===== config.mk =====
export PLATFORM = sky130hd
export DESIGN_NAME = cutarray_mul
export DESIGN_NICKNAME = d
export VERILOG_FILES = /design/src/rtl/cutarray_pkg.sv /design/src/rtl/cutarray_fa.sv /design/src/rtl/cutarray_ha.sv /design/src/rtl/cutarray_ppgen.sv /design/src/rtl/cutarray_csa_stage.sv /design/src/rtl/cutarray_cpa.sv /design/src/rtl/cutarray_mul.sv
export SDC_FILE = /design/constraint.sdc
export NUM_CORES = 1
export LEC_CHECK = 0
export BUFFER_PORTS_ARGS = -buffer_cell sky130_fd_sc_hd__buf_2
export CAP_MARGIN = 30
export CORE_UTILIZATION = 40
export DETAILED_ROUTE_END_ITERATION = 16
export PLACE_DENSITY = 0.56
export SYNTH_ARGS = -nofsm -noshare
export SYNTH_HDL_FRONTEND = slang
export SYNTH_HIERARCHICAL = 1
export SYNTH_SLANG_ARGS = --single-unit
export TNS_END_PERCENT = 1

===== constraint.sdc =====
create_clock -name vclk -period 11.5
set_input_delay 0.575 -clock vclk [all_inputs]
set_output_delay 0.575 -clock vclk [all_outputs]
set_load 0.02 [all_outputs]

===== src/rtl/cutarray_pkg.sv =====
package cutarray_pkg;

  // True when partial-product bit op_a[a_idx] & op_b[b_idx] survives both cuts.
  function automatic bit pp_kept(int a_idx, int b_idx, int row_cut, int col_cut);
    return (b_idx >= row_cut) && ((a_idx + b_idx) >= col_cut);
  endfunction

  // True when row b_idx (N bits wide) keeps at least one bit.
  function automatic bit row_live(int b_idx, int n, int row_cut, int col_cut);
    return (b_idx >= row_cut) && ((b_idx + n - 1) >= col_cut);
  endfunction

endpackage


===== src/rtl/cutarray_fa.sv =====
module cutarray_fa (
  input  logic x,
  input  logic y,
  input  logic cin,
  output logic s,
  output logic cout
);
  logic xy;
  assign xy   = x ^ y;
  assign s    = xy ^ cin;
  assign cout = (x & y) | (cin & xy);
endmodule


===== src/rtl/cutarray_ha.sv =====
module cutarray_ha (
  input  logic x,
  input  logic y,
  output logic s,
  output logic cout
);
  assign s    = x ^ y;
  assign cout = x & y;
endmodule


===== src/rtl/cutarray_ppgen.sv =====
module cutarray_ppgen #(
  parameter int N       = 8,
  parameter int ROW_CUT = 4,
  parameter int COL_CUT = 4
) (
  input  logic [N-1:0]          op_a,
  input  logic [N-1:0]          op_b,
  output logic [N-1:0][2*N-1:0] rows
);
  localparam int W = 2 * N;

  // Bits removed by the cuts leave operand bits unread; gather them here.
  logic unused_ops;
  assign unused_ops = ^{op_a, op_b};

  for (genvar j = 0; j < N; j++) begin : g_row
    for (genvar k = 0; k < W; k++) begin : g_bit
      localparam int AI = k - j;
      if (AI >= 0 && AI < N && cutarray_pkg::pp_kept(AI, j, ROW_CUT, COL_CUT)) begin : g_keep
        assign rows[j][k] = op_a[AI] & op_b[j];
      end else begin : g_drop
        assign rows[j][k] = 1'b0;
      end
    end
  end
endmodule


===== src/rtl/cutarray_csa_stage.sv =====
module cutarray_csa_stage #(
  parameter int N       = 8,
  parameter int ROW     = 1,
  parameter int ROW_CUT = 4,
  parameter int COL_CUT = 4
) (
  input  logic [2*N-1:0] sum_in,
  input  logic [2*N-1:0] carry_in,
  input  logic [2*N-1:0] addend,
  output logic [2*N-1:0] sum_out,
  output logic [2*N-1:0] carry_out
);
  localparam int W = 2 * N;

  logic unused_addend;

  if (!cutarray_pkg::row_live(ROW, N, ROW_CUT, COL_CUT)) begin : g_bypass
    // Whole row removed: no cells, vectors pass straight on.
    assign sum_out       = sum_in;
    assign carry_out     = carry_in;
    assign unused_addend = ^addend;
  end else begin : g_cells
    logic [W-1:0] cgen;
    for (genvar k = 0; k < W; k++) begin : g_col
      localparam int AI = k - ROW;
      if (AI >= 0 && AI < N && cutarray_pkg::pp_kept(AI, ROW, ROW_CUT, COL_CUT)) begin : g_fa
        cutarray_fa u_fa (
          .x(sum_in[k]), .y(carry_in[k]), .cin(addend[k]),
          .s(sum_out[k]), .cout(cgen[k])
        );
      end else begin : g_ha
        cutarray_ha u_ha (
          .x(sum_in[k]), .y(carry_in[k]),
          .s(sum_out[k]), .cout(cgen[k])
        );
      end
    end
    // Carries move one column up; the top one cannot be set since the result fits W bits.
    assign carry_out     = {cgen[W-2:0], 1'b0};
    assign unused_addend = ^{addend, cgen[W-1]};
  end
endmodule


===== src/rtl/cutarray_cpa.sv =====
module cutarray_cpa #(
  parameter int W = 16
) (
  input  logic [W-1:0] x,
  input  logic [W-1:0] y,
  output logic [W-1:0] total
);
  logic [W:0] chain;
  logic       unused_cout;

  assign chain[0] = 1'b0;
  for (genvar k = 0; k < W; k++) begin : g_bit
    cutarray_fa u_fa (
      .x(x[k]), .y(y[k]), .cin(chain[k]),
      .s(total[k]), .cout(chain[k+1])
    );
  end
  assign unused_cout = chain[W];
endmodule


===== src/rtl/cutarray_mul.sv =====
module cutarray_mul #(
  parameter int N       = 8,
  parameter int ROW_CUT = 4,
  parameter int COL_CUT = 4
) (
  input  logic [N-1:0]   op_a,
  input  logic [N-1:0]   op_b,
  output logic [2*N-1:0] prod
);
  localparam int W = 2 * N;

  if (N < 1) begin : g_bad_n
    $error("cutarray_mul: N must be at least 1");
  end
  if (ROW_CUT < 0 || ROW_CUT > N) begin : g_bad_row
    $error("cutarray_mul: ROW_CUT outside 0..N");
  end
  if (COL_CUT < 0 || COL_CUT > W) begin : g_bad_col
    $error("cutarray_mul: COL_CUT outside 0..2N");
  end

  logic [N-1:0][W-1:0] pp_rows;
  logic [N-1:0][W-1:0] sum_q;
  logic [N-1:0][W-1:0] carry_q;

  cutarray_ppgen #(.N(N), .ROW_CUT(ROW_CUT), .COL_CUT(COL_CUT)) u_ppgen (
    .op_a(op_a), .op_b(op_b), .rows(pp_rows)
  );

  assign sum_q[0]   = pp_rows[0];
  assign carry_q[0] = '0;

  for (genvar j = 1; j < N; j++) begin : g_stage
    cutarray_csa_stage #(.N(N), .ROW(j), .ROW_CUT(ROW_CUT), .COL_CUT(COL_CUT)) u_stage (
      .sum_in   (sum_q[j-1]),
      .carry_in (carry_q[j-1]),
      .addend   (pp_rows[j]),
      .sum_out  (sum_q[j]),
      .carry_out(carry_q[j])
    );
  end

  cutarray_cpa #(.W(W)) u_cpa (
    .x(sum_q[N-1]), .y(carry_q[N-1]), .total(prod)
  );
endmodule


Yosys cells after proc, flatten, opt, wreduce, memory -nomap -nowiden
Cells that the tools add are included.

Logic and storage cells: 148. ROM bits: 0. Bits in latches: 0. Output and inout bits: 16. Memories kept: 0. RAM bits: 0. Register bits after elaboration: 0. Bits of input ports: 16.

Bitwise logic cells: 148. Equal/unequal tests: 0. Reduce and logical (&&, ||, !) cells: 0. Shift-type cells: 0. Muxes and demuxes: 0. Divide/modulo/power cells: 0. $mul: 0. Add/subtract/negate cells: 0. $lt $le $gt $ge: 0.

Operators with widths (count): $and 1x1->1 (80); $xor 1x1->1 (48); $or 1x1->1 (20).

Longest topological paths before layout
Word-level depth: 21. Depth in mapped cells: 24. Gate-level depth less buffers: 20.

Hierarchy
The synthesis kept the hierarchy.

By module, submodules not included: cutarray_fa (sequential area each 0.0 um^2, times used 48, area an instance 20.0 um^2, cells an instance 1); cutarray_ppgen (sequential area each 0.0 um^2, times used 1, area an instance 924.6 um^2, cells an instance 129); cutarray_csa_stage (g_stage[1].u_stage ...) (sequential area each 0.0 um^2, times used 3, area an instance 240.2 um^2, cells an instance 32); cutarray_csa_stage (g_stage[4].u_stage ...) (sequential area each 0.0 um^2, times used 4, area an instance 123.9 um^2, cells an instance 17); cutarray_ha (sequential area each 0.0 um^2, times used 32, area an instance 12.5 um^2, cells an instance 1); cutarray_cpa (sequential area each 0.0 um^2, times used 1, area an instance 3.8 um^2, cells an instance 1); cutarray_mul (sequential area each 0.0 um^2, times used 1, area an instance 3.8 um^2, cells an instance 1).

Worst setup path before layout
Ideal clock, no wire load.

Path kind: input to output. Start: input op_a[1]. End: output prod[15]. Stages on the path: 16. Required time: 10925 ps. Path slack: 4909 ps. Arrival: 6016 ps. Buffers on the path: 3. Path through: and2_1 fa_1 fa_1 buf_4 fa_1 buf_4 fa_1 buf_4 fa_1 fa_1 fa_1 fa_1 fa_1 fa_1 fa_1 fa_1.

RTL lines: start: declaration (RTL line cutarray_mul.sv:6) `input logic [N-1:0] op_a,`; end: declaration (RTL line cutarray_mul.sv:8) `output logic [2*N-1:0] prod`.

==> impl_results.md <==
* Setup crit end kind: output port
* Critical path arrival at about 6300 ps
* CP Max Fanout at 8
* Mapped Cells at 295
* RSZ-0062 raised after global routing: false
* P&R area growth vs syn at -33.3%
* Status: completed
* HP Class: in2out
* Final wirelength at 2480 um
* GR Util All Layers at 0.0799
* Max-cap violation count at 0
* IO Pins at 32
* Initial antenna violation count at 0
* Die width at 87.3 um
* N_diodes at 0
* Critical Path RT at 10,930 ps
* Num rows at 30
* Sum Neg Setup Slack at 0 ps
* CLK BUF at 0
* Dpl hpwl at between 2000 and 2500 um
* CP Launch Type: input port
* First-pass iteration count of the detailed router at 2
* Final Max Slew Viols at 0
* DR DRC count at 0
* Pin count of the biggest net entering global routing at 9
* Period utilisation layout at 0.595
* Hold Crit Depth at 5
* GRT overflow at 0
* Fmax at 146 MHz
* Critical path type: in2out
* Cell Area, Synth at ~0.0029 mm2
* Die ar. at 0.00762 mm2
* Post-CTS Setup Inserts at 0
* Antenna viol nets, final at 0
* Via/cell ratio at 3.54
* Die Y at 87.3 um
* DR iter-0 viols at 11
* Setup violators final at 0
* Placement Setup Slack at 4610 ps
* FF+latch count at 0
* First-pass GRT wire length at 4910 um
* Core Footprint at 0.00691 mm2
* PnR worst setup slack at approximately 4700 ps
* Hold Buf Count CTS at 0
* Syn Area/Cell at 9.86 um2
* Pwr Density at between 150 and 200 mW/mm2
* Storage element area at 0 um2
* Vias in the first global route at 1,080
* Fin. Hold Viols at 0
* Initial core utilization at 0.421
* Port Buffers at 24
* # nets final at 271
* Ratio of cells with drive above 1 in the final layout at 0.139
* Vias at 952
* Minimum clock period at 6850 ps
* Max VDD drop at between 0.00009 and 0.0001 V
* Routed length per placed instance at 9.22 um
* GPL Wtd Cong at 0.712
* Leak pwr at 1.08 nW
* Final Util at 0.281
* Yosys warning count at 6
* Cts repair resizes at 0
[worst max-delay path, stage by stage]
cell and delay, ps:
buf_2 140, and2_1 160, fa_1 460, fa_1 540, fa_1 440, fa_1 490
fa_1 420, fa_1 390, fa_1 400, fa_1 400, fa_1 400, fa_1 400
fa_1 420, fa_1 450, buf_2 170
[routing by layer]
metal,GRT usage,vias to the layer above,wire [um]
met2,0.143,15,1240
met3,0.000948,0,42
met4,0,0,0
li1,-,449,-
met5,0,-,0
met1,0.115,488,1200
[cell type report]
class | count | area (um2)
Fill cell | 774 | 4970
Multi-Input combinational cell | 149 | 1700
Tap cell | 96 | 120
Timing Repair Buffer | 24 | 120
[path summary, 6_finish.rpt]
path | slack (ps) | end | startpoint
max | 4650 | prod[15] | op_b[4]
min | 1880 | prod[7] | op_a[0]
[report_power, final]
| group | total [mW] | switching [mW] | leakage [nW] | internal, mW |
|---|---|---|---|---|
| clock network | 0 | 0 | 0 | 0 |
| logic | 0.307 | 0.186 | 1.08 | 0.121 |
| registers | 0 | 0 | 0 | 0 |
[per-stage QoR]
step	instances	power, mW	cell area [um2]	hold slack [ps]
floorplan	325	0.308	3020	1720
global placement	269	0.308	1940	1890
detailed placement	269	0.310	1940	1890
CTS	269	0.313	1940	1890
global route	269	0.348	1940	1960
finish	269	0.307	1940	1880
[placed cells by master, fill, tap and decap left out, drive strengths merged]
cell type / n
fa: 48
conb: 37
ha: 32
and2: 32
buf: 24
Power figures use the tool's default switching activity.
